`src/rtl/prot_err_capture.sv`:
```
module prot_err_capture #(
  parameter int NUM_PORTS   = 4,
  parameter int ADDR_W      = 32,
  parameter int MASTER_W    = 4,
  parameter int ATTR_W      = 3,
  parameter int NUM_REGIONS = 8,
  parameter int REV_LEVEL   = 1,
  localparam int DET_W      = NUM_REGIONS + MASTER_W + ATTR_W + 1,
  localparam int ST_W       = NUM_PORTS + 16
) (
  input  logic                            clk,
  input  logic                            rst_n,
  input  logic [NUM_PORTS-1:0]            deny_vld,
  input  logic [NUM_PORTS*ADDR_W-1:0]     deny_addr,
  input  logic [NUM_PORTS*MASTER_W-1:0]   deny_master,
  input  logic [NUM_PORTS*ATTR_W-1:0]     deny_attr,
  input  logic [NUM_PORTS-1:0]            deny_write,
  input  logic [NUM_PORTS*NUM_REGIONS-1:0] deny_hits,
  input  logic                            clr_wr,
  input  logic [NUM_PORTS-1:0]            clr_mask,
  output logic [NUM_PORTS*ADDR_W-1:0]     err_addr,
  output logic [NUM_PORTS*DET_W-1:0]      err_detail,
  output logic [NUM_PORTS*2-1:0]          err_class,
  output logic [ST_W-1:0]                 status
);

  logic [NUM_PORTS-1:0] flag;
  logic [NUM_PORTS-1:0] flag_field;

  for (genvar p = 0; p < NUM_PORTS; p++) begin : g_port
    logic [NUM_REGIONS-1:0] hits;
    logic                   clr_hit;
    logic                   take;
    logic [1:0]             cls;

    assign hits    = deny_hits[p*NUM_REGIONS +: NUM_REGIONS];
    assign clr_hit = clr_wr & clr_mask[NUM_PORTS-1-p];
    assign take    = deny_vld[p] & (~flag[p] | clr_hit);
    assign cls     = (hits == '0) ? 2'd0 :
                     ((hits & (hits - 1'b1)) == '0) ? 2'd1 : 2'd2;
    assign flag_field[NUM_PORTS-1-p] = flag[p];

    always_ff @(posedge clk or negedge rst_n) begin
      if (!rst_n) begin
        flag[p]                         <= 1'b0;
        err_addr[p*ADDR_W +: ADDR_W]    <= '0;
        err_detail[p*DET_W +: DET_W]    <= '0;
        err_class[p*2 +: 2]             <= 2'd0;
      end else begin
        if (deny_vld[p])  flag[p] <= 1'b1;
        else if (clr_hit) flag[p] <= 1'b0;
        if (take) begin
          err_addr[p*ADDR_W +: ADDR_W] <= deny_addr[p*ADDR_W +: ADDR_W];
          err_detail[p*DET_W +: DET_W] <= {hits,
                                           deny_master[p*MASTER_W +: MASTER_W],
                                           deny_attr[p*ATTR_W +: ATTR_W],
                                           deny_write[p]};
          err_class[p*2 +: 2]          <= cls;
        end
      end
    end

    a_r2_capture: assert property (@(posedge clk) disable iff (!rst_n)
      deny_vld[p] && !status[16+NUM_PORTS-1-p]
      |=> err_addr[p*ADDR_W +: ADDR_W] == $past(deny_addr[p*ADDR_W +: ADDR_W]));

    a_r7_frozen: assert property (@(posedge clk) disable iff (!rst_n)
      status[16+NUM_PORTS-1-p] && !(clr_wr && clr_mask[NUM_PORTS-1-p])
      |=> $stable(err_addr[p*ADDR_W +: ADDR_W]) && $stable(err_detail[p*DET_W +: DET_W]));

    a_r6_clear: assert property (@(posedge clk) disable iff (!rst_n)
      clr_wr && clr_mask[NUM_PORTS-1-p] && !deny_vld[p]
      |=> !status[16+NUM_PORTS-1-p]);

    a_r8_err_wins: assert property (@(posedge clk) disable iff (!rst_n)
      deny_vld[p] |=> status[16+NUM_PORTS-1-p]);

    a_r4_class_legal: assert property (@(posedge clk) disable iff (!rst_n)
      err_class[p*2 +: 2] != 2'd3);
  end

  assign status = {flag_field, 4'(REV_LEVEL), 4'(NUM_PORTS), 8'(NUM_REGIONS)};

  a_r9_consts: assert property (@(posedge clk) disable iff (!rst_n)
    $stable(status[15:0]));

endmodule

```
`config.mk`:
```
export PLATFORM = sky130hd
export DESIGN_NAME = prot_err_capture
export DESIGN_NICKNAME = d
export VERILOG_FILES = /design/src/rtl/prot_err_capture.sv
export SDC_FILE = /design/constraint.sdc
export NUM_CORES = 1
export LEC_CHECK = 0
export BUFFER_PORTS_ARGS = -buffer_cell sky130_fd_sc_hd__buf_2
export CAP_MARGIN = 10
export CORE_AREA = 2 2 166 168
export DETAILED_ROUTE_END_ITERATION = 10
export DIE_AREA = 0 0 168 170
export PLACE_DENSITY = 0.56
export SETUP_SLACK_MARGIN = 0.5
export SYNTH_ARGS = -nofsm -noshare
export SYNTH_HDL_FRONTEND = slang
export SYNTH_SLANG_ARGS = --single-unit
```
`constraint.sdc`:
```
create_clock -name clk -period 3.3 [get_ports clk]
set_input_delay 0.66 -clock clk [delete_from_list [all_inputs] [get_ports clk]]
set_output_delay 0.66 -clock clk [all_outputs]
set_load 0.1 [all_outputs]
```
# Yosys cells after proc, flatten, opt, wreduce, memory -nomap -nowiden

Cells that the tools add are included.

Add/subtract/negate cells: 4
Muxes and demuxes: 16
Bitwise operators: 20
Reductions and logical operators: 12

Operators with widths:

| cell                  | count |
|---|---|
| $logic_not A8 Y1      | 8 |
| $and A8 B8 Y8         | 4 |
| $sub A8 B1 Y8 const B | 4 |
| $mux W2               | 8 |
| $and A1 B1 Y1         | 8 |
| $mux W1               | 8 |
| $reduce_bool A2 Y1    | 4 |
| $not A1 Y1            | 4 |
| $or A1 B1 Y1          | 4 |

Register bits after elaboration: 204
Output and inout port bits: 220

# Depth between registers and ports, before layout

Gate-level depths: netlist of run 1.

Depth after elaboration: 5
Mapped depth: 6

# Least setup slack after synthesis of run 1

OpenSTA, ideal clock, no wires.

Kind: reg2reg
From: reg flag[0] (netlist: status[19])
To: reg err_addr[0]
Data arrival time: 2.030 ns
Required time: 3.174 ns
Path slack: 1.145 ns
Cell stages (with the launch flop): 6
Buffers on the path: 2
Period minus slack after synthesis: 2.155 ns
Cell sequence: dfrtp_1 > a21boi_0 > nand2b_1 > clkbuf_1 > buf_2 > mux2_2

Cells in the longest elaborated chain, start to end: 3

Ends and longest elaborated chain:

| what                              | line | text |
|---|---|---|
| from (decl)                       | 27   | `logic [NUM_PORTS-1:0] flag;` |
| from (signal, indexed assignment) | 45   | `flag[p] <= 1'b0;` |
| from (signal, indexed assignment) | 50   | `if (deny_vld[p]) flag[p] <= 1'b1;` |
| from (signal, indexed assignment) | 51   | `else if (clr_hit) flag[p] <= 1'b0;` |
| $not A1 Y1                        | 38   | `assign take = deny_vld[p] & (~flag[p] \| clr_hit);` |
| $or A1 B1 Y1                      | 38   |  |
| $and A1 B1 Y1                     | 38   |  |
| to (signal, indexed assignment)   | 53   | `err_addr[p*ADDR_W +: ADDR_W] <= deny_addr[p*ADDR_W +: ADDR_W];` |
| to (decl)                         | 21   | `output logic [NUM_PORTS*ADDR_W-1:0] err_addr,` |

No other way between the ends.
A chain may end at the register's enable or synchronous reset.

# Final worst setup path of run 1

From: reg flag[3] (netlist: status[16])
To: out status[16]

RTL lines:

| what      | line | text |
|---|---|---|
| to (decl) | 24   | `output logic [ST_W-1:0] status` |

No word-level cell between the ends.

==> results of run 1 <==
==> kinds of logic after synthesis <==
kind of cell               synth area share
AOI/OAI and AO/OA                    0.0319
adders and majority gates           0.00498
buffers and inverters                0.0293
DFF                                   0.635
muxes                                 0.270
other                              0.000934
and+or+nand+nor                      0.0272
==> synth_stat cells <==
library cell,n,area share
dfrtp_1,204,0.64
mux2_2,193,0.27
buf_2,20,0.012
buf_4,16,0.015
nor3_1,8,0.0050
nor2_1,6,0.0028
or2_2,5,0.0039
a21boi_0,4,0.0037
clkbuf_1,4,0.0019
maj3_1,4,0.0050
nand2_1,4,0.0019
nand2b_1,4,0.0031
o32ai_1,4,0.0044
or3_1,4,0.0031
a2111oi_4,3,0.010
a21oi_1,3,0.0019
a22o_1,3,0.0033
nor4_1,3,0.0023
o31ai_2,3,0.0047
or4_4,3,0.0042
conb_1,2,0.00093
a2111oi_0,1,0.0011
a211oi_1,1,0.00093
o22ai_1,1,0.00078
o31ai_1,1,0.00093
or4_1,1,0.00093
==> worst paths after layout <==
kind,end,slack [ps]
min in group clk,status[19]$_DFFE_PN0P_,370
max in group asynchronous,err_addr[92]$_DFFE_PN0P_,2380
worst max-delay path,status[16],1310
worst max register to register,err_addr[109]$_DFFE_PN0P_,1370
worst min-delay path,err_addr[120]$_DFFE_PN0P_,80
worst min register to register,err_class[2]$_DFFE_PN0P_,480
==> layout by cell type (no fill, tap or decap), drive strengths merged <==
cell type  count
buf          413
dfrtp        204
mux2         193
clkbuf        38
conb          16
nor3           8
nor2           6
or2            5
clkinv         5
a21boi         4
nand2b         4
or3            4
maj3           4
o32ai          4
nand2          4
or4            4
a2111oi        4
o31ai          4
nor4           3
a21oi          3
a22o           3
diode          1
a211oi         1
o22ai          1
bufinv         1
clkinvlp       1
==> per-stage QoR <==
step | total power, W | instance area [um2] | utilization
2_1_floorplan | 0.00752 | 8090 | -
3_3_place_gp | 0.00839 | 10500 | 0.392
3_5_place_dp | 0.00842 | 10500 | 0.392
4_1_cts | 0.0111 | 11300 | 0.422
5_1_grt | 0.0114 | 11300 | 0.422
6_report | 0.0110 | 11300 | 0.422
==> metal layers <==
layer | GRT usage | up-vias | share of wire
li1 | - | 2610 | -
met1 | 0.171 | 2708 | 0.39
met2 | 0.247 | 254 | 0.49
met3 | 0.0502 | 35 | 0.093
met4 | 0.0446 | 0 | 0.022
met5 | 0 | - | 0
==> flip-flops by register name, summed over array words and instances (netlist names) <==
register	flops
err_detail	64
status	4
err_addr	128
err_class	8
==> where the power goes <==
part | leakage [nW] | internal (W) | total (W) | switching, W
Combinational | 2.64 | 0.000832 | 0.00514 | 0.00431
Clock | 0.393 | 0.00160 | 0.00265 | 0.00105
Sequential | 2.39 | 0.00299 | 0.00322 | 0.000225
Total | 5.42 | 0.00542 | 0.0110 | 0.00558
==> area by class of cell <==
class	instances	area share
timing repair buffer	414	0.192
clock buffer	37	0.0649
multi-input combinational	275	0.245
clock inverter	7	0.00622
tap	341	0.0379
antenna	1	0.000222
sequential	204	0.453
==> out/metrics.yaml, run 1 <==
period_minus_slack_ps: 1990
initial_core_util: 0.302
maxCapViolations: 0
drtPass1Iterations: 4
final_max_slew_viol_count: 0
wirelength_um: 21300
hold_violations: 0
nets: 1122
grt_max_degree: 65
die_w_um: 168
cts.path.max_buffers: 3
post_cts_buffers: 0
cts_root_buf: "clkbuf_16"
avgRoutedWirePerCell_um: 16.7
crit_buf_inv: 1
vias_per_cell: 4.38
power_leakage_nw: 5.42
cts_max_level: 1
max_freq_mhz: 502
grt_setup_unrepaired: "no"
cp_max_fo: 2
io_pins: 423
status: "finished, final reports clean"
finalSetupTns_ps: 0
syn_area_mm2: 0.00804
arrival_ps: 1330
cp.depth: 1
timing.final.ws_setup_ps: 1310
cts_made_buffers: 24
ys_ff_latch: 204
antenna_left: 0
grt_overflow: 0
dp.final_hpwl_um: 15900
vias: 5607
layout-drive-gt1-share: 0.708
die_h_um: 170
multiInputGateArea_mm2: 0.00276
r2r-start: "status[16]$_DFFE_PN0P_"
cts_tree: "built"
syn2layout_area_growth_pct: 40.1
core_area_mm2: 0.0267
cp-end-kind: "output pin"
post_cts_resized: 0
syn_avg_cell_area_um2: 15.9
worstSetupPathType: "flop to output pin"
max_slew_margin: 0.556
clk_pin_slew_ps: 60
fillCellCount: 2553
crit_chain: "buf_2"
clk_latency_ps: 510
fin_cells: 1279
fin_crit_sh: 0.603
slowest_stage: "buf_2"
antenna_found_initial: 1
max_stage_delay_ps: 440
gp_congestion: 0.759
row_count: 60
grt_pass1_wl_um: 32900
drtIter0Drc: 213
crit_required_ps: 2640
seq_area_mm2: 0.00510
drc: 0
io_buffers: 406
cts_sinks: 204
power.density_mw_per_mm2: 978
skew_ps: 8.47
crit_family: "buffers and inverters"
crit_path_start_kind: "flop"
worst_slew_pin_slew_ps: 667
ys_types: 26
finalSetupViolations: 0
ir_drop_mv: 0.810
dp.cells: 1234
place_ws_ps: 906
grt_pass1_vias: 5838
ys_warn_count: 0
crit_start: "status[16]$_DFFE_PN0P_"
ctsHoldBuffers: 0
hold_ws_ps: 83.5
grt_usage: 0.144
r2r_cells: 4
ys_seq_area_frac: 0.635
hold_class: "primary input to async pin"
synth_cells: 505
die_area_mm2: 0.0286
Power figures use the tool's default switching activity.
==> run 2: changes to the inputs <==
--- a/config.mk
+++ b/config.mk
@@ -7,10 +7,10 @@
 export LEC_CHECK = 0
 export BUFFER_PORTS_ARGS = -buffer_cell sky130_fd_sc_hd__buf_2
 export CAP_MARGIN = 10
-export CORE_AREA = 2 2 166 168
+export CORE_AREA = 2 2 163 165
 export DETAILED_ROUTE_END_ITERATION = 10
-export DIE_AREA = 0 0 168 170
-export PLACE_DENSITY = 0.56
+export DIE_AREA = 0 0 165 167
+export PLACE_DENSITY = 0.58
 export SETUP_SLACK_MARGIN = 0.5
 export SYNTH_ARGS = -nofsm -noshare
 export SYNTH_HDL_FRONTEND = slang
==> constraint.sdc (replaced) <==
create_clock -name clk -period 1.9 [get_ports clk]
set_input_delay 0.38 -clock clk [delete_from_list [all_inputs] [get_ports clk]]
set_output_delay 0.38 -clock clk [all_outputs]
set_load 0.1 [all_outputs]
==> out/metrics.yaml, run 2 (same netlist as run 1, synthesis figures left out) <==
layout_commonest_cell: "buf_12"
vias: 6267  # +12%
regMostFlops: "err_addr"
fin_cells: 1363  # +6.6%
grt_usage: 0.181  # +0.0365
max_freq_mhz: 636
reg2reg_to: "err_detail[45]$_DFFE_PN0P_"
cts_max_level: 1  # unchanged
grt_max_degree: 69  # +6.2%
nets: 1211  # +7.9%
cts_tree: "built"
final_cell_mix: "buf_12, buf_2, dfrtp_1"
power_leakage_nw: 7.59  # +40%
dp.cells: 1231  # -0.24%
grt_pass1_vias: 6734  # +15%
initial_core_util: 0.312  # +0.0104
hold_class: "primary input to flop"
top_regs: "err_addr x128, err_detail x64, err_class x8"
slowest_stage: "dfrtp_4"
die_w_um: 165  # -1.8%
clk_pin_slew_ps: 60  # about the same
clk_latency_ps: 510  # about the same
wirelength_um: 28200  # +32%
drtIter0Drc: 224  # +5.2%
cts.path.max_buffers: 3  # unchanged
largest_register_ffs: 128  # unchanged
finalSetupTns_ps: 0  # unchanged
layout-drive-gt1-share: 0.753  # +0.0456
cts_root_buf: "clkbuf_16"
arrival_ps: 1970  # +640 ps
fillCellCount: 1732  # -32%
io_pins: 423  # unchanged
hold_ws_ps: 91.9  # +8.36 ps
cts_sinks: 204  # unchanged
fin_crit_sh: 0.827
crit_required_ps: 2300  # -340 ps
finalSetupViolations: 0  # unchanged
die_h_um: 167  # -1.8%
period_minus_slack_ps: 1570
crit_chain: "a21boi_4, nand2b_4, buf_12, clkbuf_16, mux2_2"
io_buffers: 406  # unchanged
hp-start: "deny_addr[71]"
power.density_mw_per_mm2: 1460  # +49%
holdPathStages: 2
crit_start: "status[17]$_DFFE_PN0P_"
dp.final_hpwl_um: 15800  # -0.72%
hold_violations: 0  # unchanged
core_area_mm2: 0.0258  # -3.3%
crit_path_start_kind: "flop"
max_stage_delay_ps: 430  # about the same
antenna_found_initial: 4  # +3
grt_pass1_wl_um: 38600  # +18%
status: "finished, final reports clean"
drtPass1Iterations: 4  # unchanged
r2r-start: "status[17]$_DFFE_PN0P_"
cp_max_fo: 6  # +4
drc: 0  # unchanged
cp-end-kind: "flop"
avgRoutedWirePerCell_um: 20.7  # +24%
r2r_cells: 5  # +1
vias_per_cell: 4.60  # +4.9%
row_count: 59  # -1.7%
cts_made_buffers: 24  # unchanged
maxCapViolations: 0  # unchanged
grt_setup_unrepaired: "yes"
antenna_left: 0  # unchanged
grt_overflow: 0  # unchanged
skew_ps: 8.35  # -0.121 ps
die_area_mm2: 0.0276  # -3.5%
ir_drop_mv: 1.05  # +30%
r2r_slack_ps: 330  # -1040 ps
worstSetupPathType: "flop to flop"
final_max_slew_viol_count: 0  # unchanged
hold-path-endpoint: "err_addr[71]$_DFFE_PN0P_"
gp_congestion: 0.773  # +1.7%
syn2layout_area_growth_pct: 100
==> run 2: changes by cell type in the layout (fill, tap and decap cells not counted), sizes merged <==
cell and change:
buf +81, bufinv +2, clkbuf +3, clkinv +2
clkinvlp -1, diode +2, dlygate4sd3 +1
==> run 2: worst max-delay path by stage <==
stage / end / slack, ps
2_1_floorplan: err_addr[0]$_DFFE_PN0P_ / 260
3_3_place_gp: err_class[3]$_DFFE_PN0P_ / 160
3_5_place_dp: err_class[5]$_DFFE_PN0P_ / 130
4_1_cts: status[18] / 310
5_1_grt: err_detail[45]$_DFFE_PN0P_ / 280
6_report: err_detail[45]$_DFFE_PN0P_ / 330
==> run 2: worst max-delay path: cells and delay by family, from the launching register on <==
kind	cells	cell delay, ps
flip-flops	1	430
multiplexers	1	330
buffers and inverters	2	300
AND/OR/NAND/NOR	1	210
AO/OA/AOI/OAI	1	180
==> run 2: stage by stage <==
step	util	instance area, um2	worst slack, ps	power (W)
after floorplan	-	8340	259	0.0131
after global placement	0.411	10600	164	0.0146
after detailed placement	0.411	10600	134	0.0147
after CTS	0.580	14900	312	0.0226
after global routing	0.625	16100	283	0.0241
final	0.625	16100	328	0.0234
==> run 2: where the power goes <==
part | switching, W | total (W) | internal [W]
registers | 0.000961 | 0.00617 | 0.00521
clock network | 0.00181 | 0.00477 | 0.00296
logic | 0.00777 | 0.0125 | 0.00472
==> run 2: metal layers <==
| metal | wire length [um] | GRT usage |
|---|---|---|
| met5 | 16 | 0 |
| met4 | 724 | 0.0601 |
| met3 | 2450 | 0.0605 |
| met2 | 15100 | 0.322 |
| met1 | 9830 | 0.201 |
==> run 2: final cells by class <==
cell class                      instances  area (um2)  area share
Tap cell                              335         419      0.0260
Antenna cell                            3        7.51    0.000466
Clock inverter                         10         129     0.00801
Sequential cell                       204        5120       0.318
Multi-Input combinational cell        275        3110       0.193
Timing Repair Buffer                  503        6620       0.411
Clock buffer                           33         696      0.0432
==> run 2: timing repair <==
item                                    4_1_cts  5_1_grt
cloned                                       22        7
endpoints found under the hold margin        16        0
pin swaps                                     3        4
buffers inserted                             21       35
endpoints found under the setup margin      397      403
hold buffers                                  1        0
resized for setup                           763      157
==> run 3: changes to the inputs <==
==> constraint.sdc (replaced) <==
create_clock -name clk -period 1.6 [get_ports clk]
set_input_delay 0.32 -clock clk [delete_from_list [all_inputs] [get_ports clk]]
set_output_delay 0.32 -clock clk [all_outputs]
set_load 0.1 [all_outputs]
==> out/metrics.yaml, run 3 (same netlist as run 1, synthesis figures left out) <==
status: "finished, final reports clean"
hold_class: "primary input to flop"
initial_core_util: 0.312  # unchanged
io_buffers: 406  # unchanged
die_area_mm2: 0.0276  # unchanged
ir_drop_mv: 1.20  # +14%
final_max_slew_viol_count: 0  # unchanged
crit_path_start_kind: "flop"
nets: 1175  # -3.0%
cts_tree: "built"
cts.path.max_buffers: 3  # unchanged
drtPass1Iterations: 4  # unchanged
fin_crit_sh: 0.929  # +0.101
vias: 5981  # -4.6%
holdPathStages: 2  # unchanged
hp-start: "deny_attr[1]"
dp.final_hpwl_um: 16600  # +5.4%
regMostFlops: "err_addr"
layout_commonest_cell: "buf_2"
grt_setup_unrepaired: "yes"
cts_sinks: 204  # unchanged
cts_root_buf: "clkbuf_16"
worstSetupPathType: "flop to flop"
die_w_um: 165  # unchanged
drtIter0Drc: 199  # -11%
r2r_cells: 4  # -1
finalSetupViolations: 0  # unchanged
final_cell_mix: "buf_2, buf_12, mux2_2"
final_util: 0.581  # -0.0438
multiInputGateArea_mm2: 0.00293  # -5.6%
die_h_um: 167  # unchanged
grt_usage: 0.163  # -0.0177
seq_area_mm2: 0.00522  # +2.0%
r2r_slack_ps: 110  # -210 ps
avgRoutedWirePerCell_um: 18.7  # -9.3%
fillCellCount: 1928  # +11%
power_leakage_nw: 6.82  # -10%
vias_per_cell: 4.52  # -1.8%
reg2reg_to: "err_addr[20]$_DFFE_PN0P_"
core_area_mm2: 0.0258  # unchanged
wirelength_um: 24800  # -12%
clk_latency_ps: 500  # about the same
skew_ps: 6.88  # -1.47 ps
hold_violations: 0  # unchanged
crit_required_ps: 1980  # -320 ps
max_freq_mhz: 673  # +5.8%
cp_max_fo: 11  # +5
clk_pin_slew_ps: 60  # about the same
drc: 0  # unchanged
syn2layout_area_growth_pct: 86.2
arrival_ps: 1870  # -100 ps
row_count: 59  # unchanged
largest_register_ffs: 128  # unchanged
grt_overflow: 0  # unchanged
grt_pass1_wl_um: 35100  # -9.1%
io_pins: 423  # unchanged
hold-path-endpoint: "err_detail[2]$_DFFE_PN0P_"
layout-drive-gt1-share: 0.820  # +0.0665
cp-end-kind: "flop"
total_power_w: 0.0267  # +14%
maxCapViolations: 0  # unchanged
grt_pass1_vias: 6441  # -4.4%
r2r-start: "status[19]$_DFFE_PN0P_"
power.density_mw_per_mm2: 1780  # +23%
top_regs: "err_addr x128, err_detail x64, err_class x8"
antenna_found_initial: 2  # -2
cts_max_level: 1  # unchanged
cts_made_buffers: 23  # -4.2%
hold_ws_ps: 47.0  # -44.9 ps
grt_max_degree: 69  # unchanged
period_minus_slack_ps: 1490  # -86.1 ps
gp_congestion: 0.760  # -1.6%
antenna_left: 0  # unchanged
[run 3: cell types whose count changed in the layout (fill, tap and decap cells not counted), moves of 4 or more]
| cell | delta |
|---|---|
| buf_4 | +4 |
| mux2_4 | -34 |
| clkbuf_16 | -7 |
| dfrtp_1 | -80 |
| dfrtp_2 | +80 |
| buf_16 | -21 |
| buf_12 | -19 |
| mux2_2 | +34 |
[run 3: metal layers]
layer / vias up / GRT usage / wire length (um)
li1: 2717 / - / -
met1: 2929 / 0.179 / 8810
met2: 280 / 0.299 / 13200
met3: 55 / 0.0473 / 2040
met4: 0 / 0.0544 / 729
met5: - / 0 / 0
[run 3: how the worst max path moves through the flow]
stage | from | to | cells past startpoint
finish | status[19]$_DFFE_PN0P_ | err_addr[20]$_DFFE_PN0P_ | 4
CTS | status[16]$_DFFE_PN0P_ | status[16] | 1
detailed placement | deny_hits[8] | err_class[3]$_DFFE_PN0P_ | 5
global route | status[19]$_DFFE_PN0P_ | err_addr[22]$_DFFE_PN0P_ | 4
floorplan | status[19]$_DFFE_PN0P_ | err_addr[0]$_DFFE_PN0P_ | 5
global placement | deny_hits[8] | err_class[3]$_DFFE_PN0P_ | 5
[run 3: stage by stage]
step / TNS (ps) / setup WS [ps] / cells / area (um2)
final: 0 / 114 / 1324 / 15000
after global routing: 0 / 58.3 / 1324 / 15000
after CTS: 0 / 93.7 / 1304 / 14100
after detailed placement: -747 / -113 / 1258 / 10900
after global placement: -330 / -86.1 / 1258 / 10900
after floorplan: -7330 / -41.3 / 519 / 8430
[run 3: power breakdown]
part | switching, W | total, W | leakage (nW) | internal, W
clock | 0.00208 | 0.00522 | 0.367 | 0.00315
sequential | 0.00112 | 0.00738 | 2.30 | 0.00626
combinational | 0.00906 | 0.0141 | 4.15 | 0.00504
total | 0.0123 | 0.0267 | 6.82 | 0.0144
[run 3: repair_timing]
action                     CTS  global route
hold buffers                 1             0
hold endpoints to repair    53             0
setup buffers                4            15
setup endpoints to repair  404           404
cloned                       1             3
resized for setup          670           154
[run 3: worst max-delay path: stages, from the launching register on]
cell and delay [ps]:
dfrtp_4 420, a21boi_4 180, nand2b_4 240, buf_6 190
mux2_2 340
[run 3: layout make-up]
| class | instances | area share |
|---|---|---|
| clock buffer | 32 | 0.0434 |
| antenna | 2 | 0.000334 |
| clock inverter | 8 | 0.00644 |
| sequential | 204 | 0.349 |
| timing repair buffer | 468 | 0.377 |
| tap | 335 | 0.0280 |
| multi-input combinational | 275 | 0.196 |
